--- config.mk ---
export PLATFORM = sky130hd
export DESIGN_NAME = exp_detector
export DESIGN_NICKNAME = d
export VERILOG_FILES = /design/src/rtl/exp_det_pkg.sv /design/src/rtl/exp_lead_count.sv /design/src/rtl/exp_next_calc.sv /design/src/rtl/exp_detector.sv
export SDC_FILE = /design/constraint.sdc
export NUM_CORES = 1
export LEC_CHECK = 0
export CORE_ASPECT_RATIO = 0.9
export CORE_MARGIN = 1
export CORE_UTILIZATION = 58
export CTS_CLUSTER_DIAMETER = 200
export DETAILED_ROUTE_END_ITERATION = 8
export MAX_ROUTING_LAYER = met4
export PLACE_DENSITY = 0.87
export SLEW_MARGIN = 30
export SYNTH_ARGS = -nofsm -noshare
export SYNTH_HDL_FRONTEND = slang
export SYNTH_SLANG_ARGS = --single-unit
--- constraint.sdc ---
create_clock -name clk -period 12.4 [get_ports clk]
set_input_delay 3.72 -clock clk [delete_from_list [all_inputs] [get_ports clk]]
set_output_delay 3.72 -clock clk [all_outputs]
set_load 0.005 [all_outputs]
--- src/rtl/exp_det_pkg.sv ---
package exp_det_pkg;
  typedef enum logic [1:0] {
    MODE_HI   = 2'b00,
    MODE_HIX  = 2'b01,
    MODE_LO   = 2'b10,
    MODE_RSVD = 2'b11
  } pass_mode_e;
endpackage

--- src/rtl/exp_lead_count.sv ---
module exp_lead_count #(
  parameter int W     = 16,
  parameter int CNT_W = $clog2(W + 1)
) (
  input  logic [W-1:0]     word,
  input  logic             ref_bit,
  output logic [CNT_W-1:0] count,
  output logic             all_match
);
  // run[i] is high while every bit from W-1 down to i equals ref_bit
  logic [W:0] run;
  assign run[W] = 1'b1;

  genvar i;
  generate
    for (i = 0; i < W; i++) begin : g_run
      assign run[i] = run[i+1] & (word[i] == ref_bit);
    end
  endgenerate

  assign count     = CNT_W'($countones(run[W-1:0]));
  assign all_match = run[0];
endmodule

--- src/rtl/exp_next_calc.sv ---
module exp_next_calc
  import exp_det_pkg::*;
#(
  parameter int W     = 16,
  parameter int EXP_W = 8,
  parameter int CNT_W = $clog2(W + 1)
) (
  input  logic [W-1:0]     word,
  input  pass_mode_e       mode,
  input  logic             ovf,
  input  logic [EXP_W-1:0] cur_exp,
  input  logic             cur_sign,
  input  logic             cur_all,
  input  logic             cur_hsign,
  output logic [EXP_W-1:0] nxt_exp,
  output logic             nxt_sign,
  output logic             nxt_all,
  output logic             nxt_hsign,
  output logic             ev_ovf,
  output logic             ev_refine
);
  logic [CNT_W-1:0] hi_cnt, lo_cnt;
  logic             hi_all, lo_all_unused;

  // High word: count bits equal to its own MSB (MSB included)
  exp_lead_count #(.W(W), .CNT_W(CNT_W)) u_hi_cnt (
    .word(word), .ref_bit(word[W-1]), .count(hi_cnt), .all_match(hi_all)
  );
  // Low word: count bits equal to the sign captured on the high pass
  exp_lead_count #(.W(W), .CNT_W(CNT_W)) u_lo_cnt (
    .word(word), .ref_bit(cur_hsign), .count(lo_cnt), .all_match(lo_all_unused)
  );

  // Negated redundant-sign count of a single word: 1 - leading
  function automatic logic [EXP_W-1:0] hi_code(input logic [CNT_W-1:0] lead);
    return EXP_W'(1) - EXP_W'(lead);
  endfunction

  // Refined code for the low word: -(W-1) - leading
  function automatic logic [EXP_W-1:0] lo_code(input logic [CNT_W-1:0] lead);
    return EXP_W'(0) - EXP_W'(W - 1) - EXP_W'(lead);
  endfunction

  assign ev_ovf    = (mode == MODE_HIX) && ovf;
  assign ev_refine = (mode == MODE_LO) && cur_all;

  always_comb begin
    nxt_exp   = cur_exp;
    nxt_sign  = cur_sign;
    nxt_all   = cur_all;
    nxt_hsign = cur_hsign;
    unique case (mode)
      MODE_HI, MODE_HIX: begin
        if (ev_ovf) begin
          nxt_exp   = EXP_W'(1);
          nxt_sign  = ~word[W-1];
          nxt_all   = 1'b0;
          nxt_hsign = ~word[W-1];
        end else begin
          nxt_exp   = hi_code(hi_cnt);
          nxt_sign  = word[W-1];
          nxt_all   = hi_all;
          nxt_hsign = word[W-1];
        end
      end
      MODE_LO: begin
        if (ev_refine) nxt_exp = lo_code(lo_cnt);
        nxt_all = 1'b0;
      end
      default: ;
    endcase
  end
endmodule

--- src/rtl/exp_detector.sv ---
module exp_detector
  import exp_det_pkg::*;
#(
  parameter int W     = 16,
  parameter int EXP_W = 8,
  parameter int OUT_W = 16
) (
  input  logic             clk,
  input  logic             rst_n,
  input  logic             valid,
  input  logic             cond_true,
  input  logic [1:0]       mode,
  input  logic             ovf_in,
  input  logic [W-1:0]     word_in,
  output logic [OUT_W-1:0] exp_out,
  output logic             sign_flag
);
  localparam int EXT_W = OUT_W - EXP_W;

  logic [EXP_W-1:0] exp_q, exp_d;
  logic             sign_q, sign_d, all_q, all_d, hsign_q, hsign_d;
  logic             fire, ev_ovf, ev_refine;
  pass_mode_e       mode_e;

  assign mode_e = pass_mode_e'(mode);
  assign fire   = valid && cond_true && (mode_e != MODE_RSVD);

  exp_next_calc #(.W(W), .EXP_W(EXP_W)) u_calc (
    .word(word_in), .mode(mode_e), .ovf(ovf_in),
    .cur_exp(exp_q), .cur_sign(sign_q), .cur_all(all_q), .cur_hsign(hsign_q),
    .nxt_exp(exp_d), .nxt_sign(sign_d), .nxt_all(all_d), .nxt_hsign(hsign_d),
    .ev_ovf(ev_ovf), .ev_refine(ev_refine)
  );

  always_ff @(posedge clk or negedge rst_n) begin
    if (!rst_n) begin
      exp_q   <= '0;
      sign_q  <= 1'b0;
      all_q   <= 1'b0;
      hsign_q <= 1'b0;
    end else if (fire) begin
      exp_q   <= exp_d;
      sign_q  <= sign_d;
      all_q   <= all_d;
      hsign_q <= hsign_d;
    end
  end

  assign exp_out   = {{EXT_W{exp_q[EXP_W-1]}}, exp_q};
  assign sign_flag = sign_q;

  // nothing moves without an accepted strobe
  assert_hold_no_cond_R7: assert property (@(posedge clk) disable iff (!rst_n)
    !(valid && cond_true) |=> $stable(exp_out) && $stable(sign_flag));
  // reserved mode is inert
  assert_rsvd_inert_R8: assert property (@(posedge clk) disable iff (!rst_n)
    (valid && mode == 2'b11) |=> $stable(exp_out) && $stable(sign_flag));
  // overflow-aware high pass gives +1
  assert_ovf_plus_one_R3: assert property (@(posedge clk) disable iff (!rst_n)
    (valid && cond_true && ev_ovf) |=> (exp_out == OUT_W'(1)));
  // plain high pass stays in -15..0
  assert_hi_range_R1: assert property (@(posedge clk) disable iff (!rst_n)
    (valid && cond_true && mode == 2'b00) |=>
      ($signed(exp_out) <= 0) && ($signed(exp_out) >= -(W - 1)));
  // low pass keeps the sign flag
  assert_lo_sign_kept_R5: assert property (@(posedge clk) disable iff (!rst_n)
    (valid && cond_true && mode == 2'b10) |=> $stable(sign_flag));
  // low pass without all-sign high word keeps the exponent
  assert_lo_no_refine_R5: assert property (@(posedge clk) disable iff (!rst_n)
    (valid && cond_true && mode == 2'b10 && !ev_refine) |=> $stable(exp_out));
  // refined exponent lies in -31..-15
  assert_lo_range_R6: assert property (@(posedge clk) disable iff (!rst_n)
    (valid && cond_true && ev_refine) |=>
      ($signed(exp_out) <= -(W - 1)) && ($signed(exp_out) >= -(2 * W - 1)));
endmodule

* Word-level counts from Yosys, hierarchy flattened *
Cells that the tools add are included.

storage, ports and cells
  register bits after elaboration = 10
  logic and storage cells = 116
  output and inout bits = 17

cells by class
  equal/unequal tests = 35
  add/subtract/negate cells = 32
  bitwise gates (word level) = 30
  reductions and logical operators = 10
  mux-type cells = 6

operators by type and width
  operator               number
  $eq A1 B1 Y1           31
  $add A1 B1 Y2          15
  $and A1 B1 Y1          29
  $add A2 B2 Y3          8
  $add A3 B3 Y4          4
  $mux W8                2
  $pmux W8 S2            1
  $add A5 B5 Y5          2
  $sub A5 B6 Y7 const A  1
  $sub A1 B5 Y6 const A  1
  $logic_and A1 B1 Y1    4
  $ne A2 B2 Y1 const B   2
  $reduce_and A2 Y1      2
  $reduce_and A3 Y1      1
  $add A1 B1 Y2 const B  1
  $eq A2 B1 Y1 const B   1
  $eq A2 B2 Y1 const B   1
  $logic_not A2 Y1       1
  $mux W1                2
  $pmux W1 S2            1
  $reduce_bool A2 Y1     1
  $reduce_or A2 Y1       1
  $not A1 Y1             1

* Logic depth before layout (Yosys ltp) *
Gate-level depths: netlist of the first run.

  depth after elaboration = 23
  depth in mapped cells = 21

* Cells and area by module *
A second synthesis of the first run with hierarchy kept.

unflattened totals
  cell total of the unflattened synthesis = 256
  area, all modules = 2329.7 um^2

by module, submodules not included
  module          times used  area an instance (um^2)  seq. area each (um^2)  cells each
  exp_lead_count  2           750.7                    0.0                    85
  exp_detector    1           483.0                    275.3                  33
  exp_next_calc   1           345.3                    0.0                    53

* Least setup slack after synthesis of the first run *
Ideal clock, no wire load.

  path type = input -> register
  start = input word_in[15]
  end = register exp_q[4]
  slack = 3.670 ns
  stages = 19
  arrival = 8.604 ns
  data required time = 12.274 ns
  setup time = 0.126 ns
  cell sequence = or4_4 -> mux2_2 -> or3_4 -> a21oi_2 -> and2_1 -> ha_1 -> inv_1 -> fa_1 -> fa_1 -> inv_1 -> ha_1 -> fa_1 -> inv_1 -> fa_1 -> xor2_1 -> nand3_1 -> mux2_2 -> xor2_1 -> a221o_1

on the way
  longest elaborated chain between the ends = 23
  elaborated cells between the ends (all ways) = 80
  those cells by class = add/sub: 32; eq/ne: 16; mux: 3; bitwise: 29

RTL lines
  what                          RTL line              text
  from (decl)                   exp_detector.sv:14    input logic [W-1:0] word_in,
  $eq A1 B1 Y1                  exp_lead_count.sv:17  assign run[i] = run[i+1] & (word[i] == ref_bit);
  $and A1 B1 Y1 (15 in series)  exp_lead_count.sv:17
  $add A1 B1 Y2                 exp_lead_count.sv:21  assign count = CNT_W'($countones(run[W-1:0]));
  $add A2 B2 Y3                 exp_lead_count.sv:21
  $add A3 B3 Y4                 exp_lead_count.sv:21
  $add A5 B5 Y5                 exp_lead_count.sv:21
  $sub A5 B6 Y7                 exp_next_calc.sv:41   return EXP_W'(0) - EXP_W'(W - 1) - EXP_W'(lead);
  $mux W8                       exp_next_calc.sv:67   if (ev_refine) nxt_exp = lo_code(lo_cnt);
  $pmux W8 S2 *                 exp_next_calc.sv:52   unique case (mode)
  to (signal assigned)          exp_detector.sv:42    exp_q <= exp_d;
  to (decl)                     exp_detector.sv:20    logic [EXP_W-1:0] exp_q, exp_d;

Every way passes the cells marked *; elsewhere a longest branch is shown, timed or not. The select of a mux whose other input is x is not followed.
A chain may end at the register's enable or synchronous reset.

* Worst setup path in the final report of the first run *
  start = input word_in[14]
  end = register exp_q[5]

Same word-level chain as after synthesis.

==> flow_summary.yaml, run 1 <==
power_and_ir_drop:
  p_int_mw: 0.121
  power_leakage_nw: 1.20
  sw_frac_of_total_pct: 36.3
  peakVddDrop_v: 0.0000416
  switching_power_mw: 0.0687
  seqPwrFrac_pct: 24.6
  power.density_nw_per_um2: 76.9
  clkPwrFrac_pct: 18.0
  p_comb_share_pct: 57.4
clock_tree:
  cts_buffer_depth: 2
  clock_latency_ps: 230
  cts.sinks: 9
  cts.htree.levels: 1
  cts_setup_buffers: 0
  cts_resized: 0
  clk_pin_slew_ps: 40
  cts_buffers: 3
  cts_tree: "built"
  postCtsHoldBufs: 0
  cts_root_buf: "clkbuf_8"
timing:
  hold_violations: 0
  post-route-period-util_pct: 76.0
  slew_viol_final: 0
  fin_skew_ps: 0.590
  setup_violations: 0
  min_period_ps: 9430
  tightest_slew_ps: 770
  slew_headroom_pct: 48.6
  grt_setup_unrepaired: "no"
  fin_setup_tns_ps: 0
  fmax_mhz: 106
logic_synthesis:
  netlist_instances: 248
  synth-async-reset-ratio_pct: 100
  synth.top_cell.area_share_pct: 15.7
  yosysMostFrequentCell: "ha_1"
  synth.distinct_cells: 46
  syn_area_um2: 2070
  syn_avg_cell_area_um2: 8.33
  synth.yosys.seq_area_share_pct: 10.9
  yosys-top-cells-count: "ha_1 (26), inv_1 (25), nand2_1 (19)"
  synth_nets: 311
  synth.largest_area_cell: "ha_1"
  netlist_top_cells_area: "ha_1 (16%), fa_1 (14%), dfrtp_1 (11%)"
  synth_edf_count: 0
  synth_top_flop_cell: "dfrtp_1"
  synth_seq_cells: 9
  ys_warn_count: 0
detailed_routing:
  ant_nets: 0
  wl_per_cell_um: 13.5
  wl_um: 4330
  vias: 1809
  drtIter0Drc: 60
  drt-pass1-iter-count: 4
  viasPerCell: 5.64
  drc: 0
cells_and_area:
  diodes: 0
  drive_gt1_share_pct: 5.42
  nFillCells: 273
  syn_to_final_growth_pct: 19.3
  fin_nets: 341
  fin_area_um2: 2460
floorplan:
  design.die.area_um2: 3800
  coreArea_um2: 3380
  die_h_um: 58.6
  io_pins: 40
  num_rows: 20
  dieWidth_um: 64.9
  start_util_pct: 61.1
grt:
  grt_usage_pct: 25.3
  grt_first_pass_wirelength_um: 7280
  grt_max_degree: 27
  antenna_found_initial: 0
  grt_overflow: 0
  grt_pass1_vias: 1685
worst_setup_path:
  max_stage_delay_ps: 580
  startpoint_type: "primary input"
  cp.required_ps: 12470
  cp.arrival_ps: 9500
  crit_fanout: 7
  r2r_cells: 19
  end_kind: "register"
  cp_cell_sequence: "clkdlybuf4s50_1 -> or4_4 -> mux2i_4 -> o2111ai_4 -> or3_4 -> nor2b_1 -> ha_1 -> inv_1 -> fa_1 -> fa_1 -> inv_1 -> ha_1 -> fa_1 -> fa_1 -> xor2_1 -> inv_1 -> ha_1 -> nand2_1 -> o311ai_0 -> o21ai_0"
  critPathSlowestCell: "or4_4"
  path_class: "in2reg"
  crit_top_cell: "fa_1"
flow_run:
  timing.max_cap.violations: 0
place:
  io_buffers: 39
  dp_hpwl_um: 3650
  postPlaceCellArea_um2: 2420
  place_congestion: 0.861
outcome:
  status: "complete, no violations"
hold_path:
  hold_depth: 1
  hold_class: "reg2reg"
[sequential cells by signal, summed over array words and instances (netlist names)]
signal and count:
sign_flag 1, all_q 1, exp_q 7
[power by group through the flow]
stage                     Clock, mW  Combinational (mW)  Sequential (mW)
after detailed placement          0               0.109           0.0469
after CTS                    0.0347               0.110           0.0467
final                        0.0341               0.109           0.0466
after global routing         0.0360               0.121           0.0478
after floorplan                   0              0.0688           0.0434
after global placement            0               0.106           0.0460
[layer usage]
metal	global-route usage (%)	wire length (um)	vias to the layer above
met5	-	0	-
met4	5.71	40	0
met3	3.49	157	6
met2	41.2	2080	46
met1	33.4	2050	847
li1	-	-	910
[worst max-delay path: cells and delay by family]
family | cells | cell delay, ps
AND/OR/NAND/NOR | 4 | 1220
adder cells (fa/ha/maj) | 7 | 2520
AO/OA/AOI/OAI | 3 | 920
multiplexers | 1 | 200
buffers and inverters | 4 | 730
XOR/XNOR | 1 | 170
[stage by stage]
stage	total power, mW	util, %	setup slack [ps]	cells	hold WS (ps)
2_1_floorplan	0.112	-	3670	248	473
4_1_cts	0.191	73.1	2470	321	482
5_1_grt	0.205	73.0	2750	321	509
3_5_place_dp	0.156	71.8	2240	317	472
6_report	0.189	73.0	2970	321	480
3_3_place_gp	0.152	71.8	2360	317	463
[path summary, 6_finish.rpt]
path                       slack (ps)   endpoint        start
max in group asynchronous        8310  sign_flag        rst_n
max reg2reg                      6620   exp_q[4]    sign_flag
min                               480   exp_q[0]     exp_q[0]
min reg2reg                       480   exp_q[0]     exp_q[0]
max                              2970   exp_q[5]  word_in[14]
min in group asynchronous        3800   exp_q[4]        rst_n
[layout by cell type, fill, tap and decap left out, drive strengths merged, types with 3 or more instances in the layout]
cell type      instances
xor2                  16
nor2                  15
or3                    8
ha                    26
o21ai                 12
clkdlybuf4s50         38
and2                   4
nor3                   6
a21o                   6
nand2                 19
inv                   25
a21oi                 14
xnor2                  8
nand3                 10
or2                    3
fa                    14
dfrtp                  9
nor2b                  6
clkbuf                 4
and3                   5
[kinds of logic (layout without fill, tap and decap cells)]
| family | Yosys count | after routing | synth area share [%] |
|---|---|---|---|
| xor gates and xnor gates | 25 | 25 | 11.3 |
| AOI/OAI and AO/OA | 46 | 46 | 15.4 |
| DFF | 9 | 9 | 10.9 |
| and+or+nand+nor | 85 | 85 | 21.7 |
| buffers and inverters | 39 | 68 | 8.72 |
| muxes | 4 | 4 | 2.66 |
| adders and majority gates | 40 | 40 | 29.3 |
[cell type report]
| class | instances | area, um2 | area share [%] |
|---|---|---|---|
| multi-input cells | 200 | 1660 | 67.4 |
| repair buffers | 39 | 385 | 15.6 |
| flip-flops and latches | 9 | 225 | 9.14 |
| inverters | 25 | 93.8 | 3.81 |
| well taps | 44 | 55.1 | 2.23 |
| clock buffers | 4 | 45.0 | 1.83 |
(Power assumes the default switching activity.)
==> inputs of run 2 (changes only) <==
Settings changed: CORE_UTILIZATION 58 to 48, PLACE_DENSITY 0.87 to 0.77.
Clock period 12.4 ns to 7.85 ns, I/O delays scaled along.
==> run 2 against run 1 <==
Compared with the run above:
- the run now ends with DRC left
- wire length increased by 1.0%
- clock-buffer cell count unchanged
- final area increased by 6.2%
- setup slack got worse by 2800 ps
- sequential power increased by 56%
- via count decreased by 0.33%
- non-clock buffer count increased by 16
- global-route usage decreased by 4.2 points
- sequential share of layout area decreased by 0.53 points
- critical path depth unchanged
- critical endpoint is now exp_q[3]
==> flow_summary.yaml, run 2 (same netlist as run 1, synthesis figures left out) <==
outcome:
  status: "complete, but fails checks"
  violations: "DRC"
cells_and_area:
  drive_gt1_share_pct: 11.6
  diodes: 0
  syn_to_final_growth_pct: 26.7
  largest_reg_flops: 7
  fin_nets: 357
  fin_cells: 341
  mostFrequentLayoutCells: "clkdlybuf4s50_1 (39), ha_1 (26), inv_1 (25), nand2_1 (19), buf_4 (16)"
  mostFrequentLayoutCell: "clkdlybuf4s50_1"
  regMostFlops: "exp_q"
  fin_area_um2: 2620
floorplan:
  start_util_pct: 50.4
  io_pins: 40
  design.die.area_um2: 4570
  coreArea_um2: 4100
  num_rows: 22
  die_h_um: 64.2
  dieWidth_um: 71.2
power_and_ir_drop:
  switching_power_mw: 0.109
  clkPwrFrac_pct: 17.6
  p_int_mw: 0.197
  sw_frac_of_total_pct: 35.6
  power_leakage_nw: 1.27
  power.density_nw_per_um2: 117
  p_comb_share_pct: 58.6
  peakVddDrop_v: 0.0000681
  seqPwrFrac_pct: 23.8
detailed_routing:
  wl_per_cell_um: 12.8
  vias: 1803
  viasPerCell: 5.29
  wl_um: 4370
  drtIter0Drc: 79
  ant_nets: 0
  drc: 1
  drt-pass1-iter-count: 7
clock_tree:
  clk_pin_slew_ps: 50
  cts_root_buf: "clkbuf_8"
  cts.htree.levels: 1
  cts_tree: "built"
  cts_buffer_depth: 2
  postCtsHoldBufs: 0
  clock_latency_ps: 230
  cts_buffers: 3
  cts.sinks: 9
grt:
  antenna_found_initial: 0
  grt_max_degree: 27
  use_met2_pct: 35.2
  grt_first_pass_wirelength_um: 7530
  grt_overflow: 0
  grt_pass1_vias: 1768
  grt_usage_pct: 21.1
  grt.met1_usage_pct: 28.1
  met3_usage_pct: 2.37
  busiest_layer: "met2"
place:
  dp_cells: 337
  dp_hpwl_um: 3660
  io_buffers: 39
  place_congestion: 0.866
  postPlaceCellArea_um2: 2550
timing:
  hold_violations: 0
  post-route-period-util_pct: 97.4
  slew_headroom_pct: 49.0
  setup_violations: 0
  fin_skew_ps: 1.01
  fin_setup_tns_ps: 0
  tightest_slew_ps: 766
  min_period_ps: 7650
  hold_ws_ps: 476
  fmax_mhz: 131
  grt_setup_unrepaired: "yes"
  slew_viol_final: 0
worst_setup_path:
  r2r_cells: 19
  r2r_slack_ps: 2200
  r2r_start: "sign_flag"
  path_class: "in2reg"
  cp.required_ps: 8020
  reg2reg_to: "exp_q[3]"
  crit_fanout: 3
  end_kind: "register"
  cp.arrival_ps: 7820
  startpoint_type: "primary input"
hold_path:
  hold_depth: 1
  hold_class: "reg2reg"
  worstHoldStart: "exp_q[0]"
  min_to: "exp_q[0]"
flow_run:
  timing.max_cap.violations: 0
run 2: cell types whose count changed in the layout (fill, tap and decap cells not counted), sizes merged:
cell / before / now
buf: 1 / 16
clkdlybuf4s50: 38 / 39
run 2: final cells by class:
cell class	instances	area (um2)
sequential	9	225
clock buffer	4	45.0
fill	362	1480
inverter	25	93.8
multi-input combinational	200	1680
timing repair buffer	55	510
tap	48	60.1
run 2: power by group through the flow:
stage          Combinational, mW  Clock [mW]  Sequential [mW]
2_1_floorplan              0.109           0           0.0686
3_3_place_gp               0.174           0           0.0731
3_5_place_dp               0.177           0           0.0739
4_1_cts                    0.179      0.0544           0.0730
5_1_grt                    0.199      0.0581           0.0756
6_report                   0.179      0.0539           0.0726
run 2: worst max-delay path, cell delays in order:
cell and delay (ps):
clkdlybuf4s50_1 420, or4_4 560, mux2_2 290, or3_4 410
a21oi_2 120, and2_1 130, ha_1 220, inv_1 70
fa_1 420, fa_1 490, inv_1 40, ha_1 190
fa_1 510, inv_1 60, fa_1 440, xor2_2 180
ha_1 240, xnor3_1 320, nor3_1 200, a221o_1 150
run 2: timing repair:
item	in CTS	in global routing
setup endpoints to repair	0	3
setup buffers	0	0
resized for setup	0	5
run 2: per-layer routing:
layer	wire length, um	vias to the layer above
li1	-	937
met1	2180	847
met2	2110	17
met3	69	2
met4	16	0
met5	0	-
run 2: how the worst max path moves through the flow:
stage | from | end | slack, ps | cells after the start
floorplan | word_in[15] | exp_q[4] | 490 | 19
global placement | word_in[15] | exp_q[4] | 30 | 18
detailed placement | word_in[14] | exp_q[4] | -70 | 20
CTS | word_in[14] | exp_q[4] | 170 | 20
global route | word_in[15] | exp_q[4] | -20 | 21
finish | word_in[15] | exp_q[3] | 200 | 20
run 2: metrics by stage:
step / power, mW / util, % / worst slack [ps]
global placement: 0.247 / 62.2 / 26.5
floorplan: 0.177 / - / 485
global route: 0.333 / 63.8 / -21.5
detailed placement: 0.251 / 62.2 / -69.6
CTS: 0.307 / 63.3 / 174
finish: 0.306 / 63.8 / 201
